[src/rtl/pq_pkg.sv]
package pq_pkg;

  // Strobes from the control to the datapath for one clock
  typedef struct packed {
    logic       clear;      // flush: reset pointers, load target
    logic       accept;     // fetched word accepted this clock
    logic       stored;     // queue holds at least one byte
    logic       popStored;  // consumer takes a stored byte
    logic [1:0] wrCount;    // bytes written into storage
    logic       firstHi;    // first written byte comes from bits [15:8]
  } strobe_t;

  typedef enum logic [1:0] {
    QS_IDLE  = 2'b00,
    QS_FIRST = 2'b01,
    QS_FLUSH = 2'b10,
    QS_NEXT  = 2'b11
  } qstat_e;

endpackage

[src/rtl/pq_ctrl.sv]
module pq_ctrl
  import pq_pkg::*;
#(
  parameter int DEPTH = 6
) (
  input  logic       clk,
  input  logic       rst,
  input  logic       flush,
  input  logic       fetchAck,
  input  logic       fetchOdd,
  input  logic       takeByte,
  input  logic       takeFirst,
  output logic       fetchReq,
  output logic       byteValid,
  output logic [1:0] qStatus,
  output strobe_t    strb
);

  localparam int CW = $clog2(DEPTH + 1);

  logic [CW-1:0] count;
  logic [CW:0]   freeSlots;
  logic          haveStored;
  logic          accept;
  logic          pop;
  logic          skip;
  logic [1:0]    nIn;
  qstat_e        statusQ;
  qstat_e        statusD;

  assign haveStored = (count != '0);
  assign freeSlots  = (CW+1)'(DEPTH) - {1'b0, count};
  assign fetchReq   = !flush && (freeSlots >= (CW+1)'(2));
  assign accept     = fetchReq && fetchAck;
  assign byteValid  = haveStored || accept;
  assign pop        = takeByte && byteValid && !flush;
  assign skip       = pop && !haveStored;
  assign nIn        = accept ? (fetchOdd ? 2'd1 : 2'd2) : 2'd0;

  always_comb begin
    strb           = '0;
    strb.clear     = flush;
    strb.accept    = accept;
    strb.stored    = haveStored;
    strb.popStored = pop && haveStored;
    strb.wrCount   = nIn - {1'b0, skip};
    strb.firstHi   = fetchOdd || skip;
  end

  always_comb begin
    if (flush)    statusD = QS_FLUSH;
    else if (pop) statusD = takeFirst ? QS_FIRST : QS_NEXT;
    else          statusD = QS_IDLE;
  end

  always_ff @(posedge clk) begin
    if (rst) begin
      count   <= '0;
      statusQ <= QS_IDLE;
    end else begin
      statusQ <= statusD;
      if (flush) count <= '0;
      else       count <= count + CW'(nIn) - CW'(pop);
    end
  end

  assign qStatus = statusQ;

  AST_NO_OVERFLOW: assert property (@(posedge clk) disable iff (rst)
    count <= CW'(DEPTH));

  AST_FLUSH_EMPTY: assert property (@(posedge clk) disable iff (rst)
    flush |=> !haveStored);

  AST_TAKE_STATUS: assert property (@(posedge clk) disable iff (rst)
    (takeByte && byteValid && !flush) |=> qStatus[0]);

  AST_EMPTY_TAKE_QUIET: assert property (@(posedge clk) disable iff (rst)
    (!flush && !byteValid) |=> (qStatus == 2'b00));

endmodule

[src/rtl/pq_data.sv]
module pq_data
  import pq_pkg::*;
#(
  parameter int              DEPTH      = 6,
  parameter int              ADDR_W     = 20,
  parameter logic [ADDR_W-1:0] RESET_ADDR = '0
) (
  input  logic              clk,
  input  logic              rst,
  input  strobe_t           strb,
  input  logic [15:0]       fetchData,
  input  logic [ADDR_W-1:0] flushTarget,
  output logic [ADDR_W-1:0] fetchAddr,
  output logic [7:0]        byteOut
);

  localparam int PW = (DEPTH > 1) ? $clog2(DEPTH) : 1;

  logic [7:0]        mem [DEPTH];
  logic [PW-1:0]     rdPtr;
  logic [PW-1:0]     wrPtr;
  logic [PW-1:0]     wrPtrNext1;
  logic [7:0]        loByte;
  logic [7:0]        hiByte;
  logic [7:0]        firstByte;
  logic              odd;

  function automatic logic [PW-1:0] wrapAdd(input logic [PW-1:0] p, input logic [1:0] n);
    logic [PW+1:0] s;
    s = {2'b00, p} + {{PW{1'b0}}, n};
    if (s >= (PW+2)'(DEPTH)) s = s - (PW+2)'(DEPTH);
    return s[PW-1:0];
  endfunction

  assign loByte     = fetchData[7:0];
  assign hiByte     = fetchData[15:8];
  assign odd        = fetchAddr[0];
  assign firstByte  = strb.firstHi ? hiByte : loByte;
  assign wrPtrNext1 = wrapAdd(wrPtr, 2'd1);

  // Stored byte when present, otherwise the arriving byte passes straight through
  assign byteOut = strb.stored ? mem[rdPtr] : (odd ? hiByte : loByte);

  always_ff @(posedge clk) begin
    if (!rst && !strb.clear) begin
      if (strb.wrCount != 2'd0) mem[wrPtr] <= firstByte;
      if (strb.wrCount == 2'd2) mem[wrPtrNext1] <= hiByte;
    end
  end

  always_ff @(posedge clk) begin
    if (rst) begin
      rdPtr     <= '0;
      wrPtr     <= '0;
      fetchAddr <= RESET_ADDR;
    end else if (strb.clear) begin
      rdPtr     <= '0;
      wrPtr     <= '0;
      fetchAddr <= flushTarget;
    end else begin
      wrPtr <= wrapAdd(wrPtr, strb.wrCount);
      if (strb.popStored) rdPtr <= wrapAdd(rdPtr, 2'd1);
      if (strb.accept)    fetchAddr <= fetchAddr + (odd ? ADDR_W'(1) : ADDR_W'(2));
    end
  end

  AST_ALIGNED_AFTER_FETCH: assert property (@(posedge clk) disable iff (rst)
    (strb.accept && !strb.clear) |=> !fetchAddr[0]);

  AST_PTR_HOLDS: assert property (@(posedge clk) disable iff (rst)
    (!strb.accept && !strb.clear) |=> $stable(fetchAddr));

endmodule

[src/rtl/prefetch_queue.sv]
module prefetch_queue
  import pq_pkg::*;
#(
  parameter int                DEPTH      = 6,
  parameter int                ADDR_W     = 20,
  parameter logic [ADDR_W-1:0] RESET_ADDR = '0
) (
  input  logic              clk,
  input  logic              rst,
  output logic              fetchReq,
  output logic [ADDR_W-1:0] fetchAddr,
  input  logic              fetchAck,
  input  logic [15:0]       fetchData,
  input  logic              takeByte,
  input  logic              takeFirst,
  output logic              byteValid,
  output logic [7:0]        byteOut,
  input  logic              flush,
  input  logic [ADDR_W-1:0] flushTarget,
  output logic [1:0]        qStatus
);

  strobe_t strb;

  pq_ctrl #(.DEPTH(DEPTH)) u_ctrl (
    .clk       (clk),
    .rst       (rst),
    .flush     (flush),
    .fetchAck  (fetchAck),
    .fetchOdd  (fetchAddr[0]),
    .takeByte  (takeByte),
    .takeFirst (takeFirst),
    .fetchReq  (fetchReq),
    .byteValid (byteValid),
    .qStatus   (qStatus),
    .strb      (strb)
  );

  pq_data #(.DEPTH(DEPTH), .ADDR_W(ADDR_W), .RESET_ADDR(RESET_ADDR)) u_data (
    .clk         (clk),
    .rst         (rst),
    .strb        (strb),
    .fetchData   (fetchData),
    .flushTarget (flushTarget),
    .fetchAddr   (fetchAddr),
    .byteOut     (byteOut)
  );

endmodule

[config.mk]
export PLATFORM = sky130hd
export DESIGN_NAME = prefetch_queue
export DESIGN_NICKNAME = d
export VERILOG_FILES = /design/src/rtl/pq_pkg.sv /design/src/rtl/pq_ctrl.sv /design/src/rtl/pq_data.sv /design/src/rtl/prefetch_queue.sv
export SDC_FILE = /design/constraint.sdc
export NUM_CORES = 1
export LEC_CHECK = 0
export CORE_ASPECT_RATIO = 0.6
export CORE_MARGIN = 8
export CORE_UTILIZATION = 50
export DETAILED_ROUTE_END_ITERATION = 6
export GPL_TIMING_DRIVEN = 0
export PLACE_DENSITY = 0.82
export SLEW_MARGIN = 20
export SYNTH_ARGS = -nofsm -noshare
export SYNTH_HDL_FRONTEND = slang
export SYNTH_HIERARCHICAL = 1
export SYNTH_SLANG_ARGS = --single-unit
[constraint.sdc]
create_clock -name clk -period 3.62 [get_ports clk]
set_clock_uncertainty 0.15 [all_clocks]
set_input_delay 0.543 -clock clk [delete_from_list [all_inputs] [get_ports clk]]
set_output_delay 0.543 -clock clk [all_outputs]
set_load 0.005 [all_outputs]
==> key figures <==
STA
  – Fraction of the cycle the final worst path needs: 92.9%
  – Min Hold Slack: 0.459 ns
  – Final hold violations: 0
  – Minimum clock period: 3.36 ns
  – RSZ-0062 raised after global routing: no
  – Final setup violation count: 0
  – Post-route setup TNS: 0 ns
  – Max-slew violations: 0
  – Slew @ Worst Pin: 0.784 ns
  – Peak Freq: 297 MHz
  – Max-slew headroom: 47.7%

Global route
  – Vias in the first global route: slightly below 4000
  – Global-route wire length before repair: 20700 um
  – Initial antenna violation count: 0
  – Total grt overflow: 0
  – Largest net degree at the start of global routing: 16
  – Gr usage total: 20.2%

Logic synthesis
  – Synth unique cells: 63
  – Syn Inst Count: 437
  – Top FF cell, synth: edfxtp_1
  – Syn nets: 496
  – Synth warn: 6
  – Mapped cell area: 4910 um^2
  – Post-synthesis compound-gate area fraction: approximately 11%
  – XOR/XNOR Fraction of Synth Area: roughly 3.9%
  – Multiplexer area fraction after synthesis: around a fifth
  – Post-Synth Adder-Cell Area: 4.64%
  – Sequential fraction of the synthesis area: 43.3%
  – EDFF count, synth: 48
  – Seq cells post-synth: 82
  – FFs w/ async S/R, synth: 0%
  – Largest family of logic cells by synthesized area: multiplexers
  – Post-synthesis simple-gate area fraction: 13.8%
  – Synth Area per Inst: ~11 um^2

Worst hold path
  – Min-Delay Path Class: flop to flop

Finish
  – Area grow syn2layout: 25.1%
  – Area occupied by multi-input gates: ~2600 um^2
  – Storage cell area: 2120 um^2
  – Number of inserted diodes: 0
  – Proportion of layout cells with a drive suffix above 1: 21.1%
  – Total Nets Final: between 500 and 600
  – Fillers: 776

Power and ir drop
  – Static Leak: 2.16 nW
  – Total power: 2.42 mW
  – PwrDens: around 400 nW/um^2
  – Worst vdd ir: around 0.00025 V

Place
  – Hpwl dp: 9680 um
  – Port buffer count: 73
  – GPL Wtd Cong: 0.856

Routing
  – Post-DR vias/cell: between 5 and 6
  – Detailed-route DRC error count: 0
  – Post-Route WL: 13100 um
  – Final ANT Viol Nets: 0
  – Mean routed wirelength per cell: 19.8 um
  – Initial drt markers: about 390
  – First-pass DRT Iterations: 5
  – Vias: 3870

Clock tree
  – Worst-skew pair later-pin latency: 0.34 ns
  – Post-CTS setup buffers: 0
  – Clock Pin Slew Worst Setup and Hold Paths: 0.06 ns
  – CTS tree: yes
  – CTS H-tree depth: 3
  – CTS Buffer Depth: 2
  – CTS sink cnt: 82
  – CTS Root Cell: clkbuf_16
  – CTS buffer count: 9
  – # hold bufs at CTS: 0

Critical path
  – Setup slack, reg-to-reg: between 0.2 and 0.3 ns
  – Worst Path Arrival: ~3.2 ns
  – Critical Path Sink Type: flop
  – CP max stage cell: clkdlybuf4s50_1
  – WP data required: ~3.5 ns
  – Buffers & Inverters on Critical Path: 2
  – CP Max Fanout: 8
  – Crit Path Class: primary input to flop
  – Cell Chain, Critical Path: clkdlybuf4s50_1 > inv_1 > nand2_1 > nor3_1 > ha_1 > xnor2_2 > o21ai_0 > or2_2 > o31ai_4
  – Slowest stage delay, CP: a little over 0.6 ns
  – Worst Setup Start Kind: primary input
  – Crit path max-delay family: buffers and inverters

Die
  – Die X: 144 um
  – Core Rows: 28
  – Die height: 92.7 um
  – DIE AREA: 13300 um^2
  – I/O pin count: 74
  – Initial Util: 50.6%
  – Placeable Area: roughly 9700 um^2

Job
  – Max cap viols: 0

Status
  – Run status: completed
==> metal layers <==
layer | track usage [%] | routed length (um) | up-vias
met5 | 0 | 0 | -
met4 | 7.48 | 276 | 0
met3 | 4.98 | 1180 | 22
met2 | 31.5 | 6040 | 162
met1 | 26.7 | 5570 | 1892
li1 | - | - | 1794
==> final timing paths <==
check | from | to | cells past startpoint
max | flush | u_data/mem[1][5]$_DFFE_PP_ | 9
min | u_ctrl/count[2]$_SDFF_PP0_ | u_ctrl/count[2]$_SDFF_PP0_ | 2
max reg2reg | u_ctrl/count[0]$_SDFF_PP0_ | u_data/mem[1][5]$_DFFE_PP_ | 9
min reg2reg | u_ctrl/count[2]$_SDFF_PP0_ | u_ctrl/count[2]$_SDFF_PP0_ | 2
==> cell usage after synthesis, types with 4 or more instances <==
cell / count / area, um^2
a21oi_2: 5 / 43.8
inv_1: 16 / 60.1
a21o_1: 4 / 30.0
o21ai_0: 17 / 85.1
clkbuf_1: 10 / 37.5
a21oi_1: 16 / 80.1
dfxtp_1: 34 / 681
o211ai_1: 9 / 67.6
nor2b_1: 6 / 37.5
nor3_1: 13 / 65.1
nand2b_1: 5 / 31.3
nor2_1: 21 / 78.8
nand2_1: 28 / 105
mux4_2: 8 / 180
xnor2_1: 11 / 96.3
mux2_2: 48 / 541
xor2_1: 11 / 96.3
ha_1: 15 / 188
o22ai_1: 4 / 25.0
a31oi_1: 4 / 25.0
nor3b_1: 6 / 45.0
mux2i_1: 22 / 220
nand3_1: 6 / 30.0
edfxtp_1: 48 / 1440
buf_2: 4 / 20.0
nor4_1: 5 / 31.3
==> final cells by class <==
| class | count | share of cell area, % |
|---|---|---|
| Buffer | 21 | 1.92 |
| Clock buffer | 9 | 3.67 |
| Clock inverter | 7 | 1.28 |
| Inverter | 17 | 1.04 |
| Multi-Input combinational cell | 317 | 42.9 |
| Sequential cell | 82 | 34.6 |
| Tap cell | 135 | 2.75 |
| Timing Repair Buffer | 73 | 11.9 |
==> kinds of logic (layout without fill, tap and decap cells) <==
kind of cell / after synthesis / in the layout
AOI/OAI and AO/OA: 81 / 81
muxes: 79 / 79
adders and majority gates: 17 / 17
and+or+nand+nor: 118 / 118
buffers and inverters: 38 / 127
xor gates and xnor gates: 22 / 22
DFF: 82 / 82
==> cell usage in the layout, fill, tap and decap left out, types with 4 or more instances in the layout <==
cell type and count:
mux2_2 48, o21ai_0 17, edfxtp_1 48, xor2_1 11, nor3b_1 6, buf_2 4, nor2b_1 6, ha_1 15
dfxtp_1 34, nand2_1 28, o22ai_1 4, nand3_1 6, mux2i_1 22, a31oi_1 4, a21oi_2 5, nor2_1 21
nor3_1 13, nand2b_1 5, o211ai_1 9, mux4_2 8, inv_1 16, clkbuf_16 9, clkbuf_1 10, a21oi_1 16
nor4_1 5, xnor2_1 10, clkdlybuf4s50_1 73
==> flip-flops by register name, summed over array words and instances (netlist names), named ones only <==
| signal | count |
|---|---|
| u_ctrl/qStatus | 2 |
| u_ctrl/count | 3 |
| u_data/rdPtr | 3 |
| u_data/mem | 48 |
| u_data/fetchAddr | 20 |
| u_data/wrPtr | 3 |
==> tightest hold or removal path, delay by kind of cell (launching register included) <==
kind             cells  cell delay, ns
XOR/XNOR             1            0.17
flip-flops           1            0.36
AND/OR/NAND/NOR      1            0.04
==> power by group <==
part | leakage [nW] | total (mW) | internal, mW | switching (mW)
registers | 0.712 | 1.05 | 1.02 | 0.0284
clock network | 0.138 | 0.914 | 0.538 | 0.376
logic | 1.31 | 0.457 | 0.241 | 0.216
==> stage by stage <==
step | cell area (um^2) | worst slack, ns | cells | util [%]
global route | 6140 | 0.0450 | 661 | 63.2
floorplan | 4910 | 0.355 | 437 | -
CTS | 6130 | 0.0158 | 661 | 63.1
global placement | 5810 | -0.777 | 645 | 59.8
detailed placement | 5810 | -0.491 | 645 | 59.9
finish | 6140 | 0.258 | 661 | 63.2
==> what timing repair did <==
action | in CTS | in global routing
endpoints found under the setup margin | 16 | 64
gates resized for setup | 2 | 3
endpoints found under the hold margin | 0 | 0
Note: power is estimated with default switching activity, not from simulation.
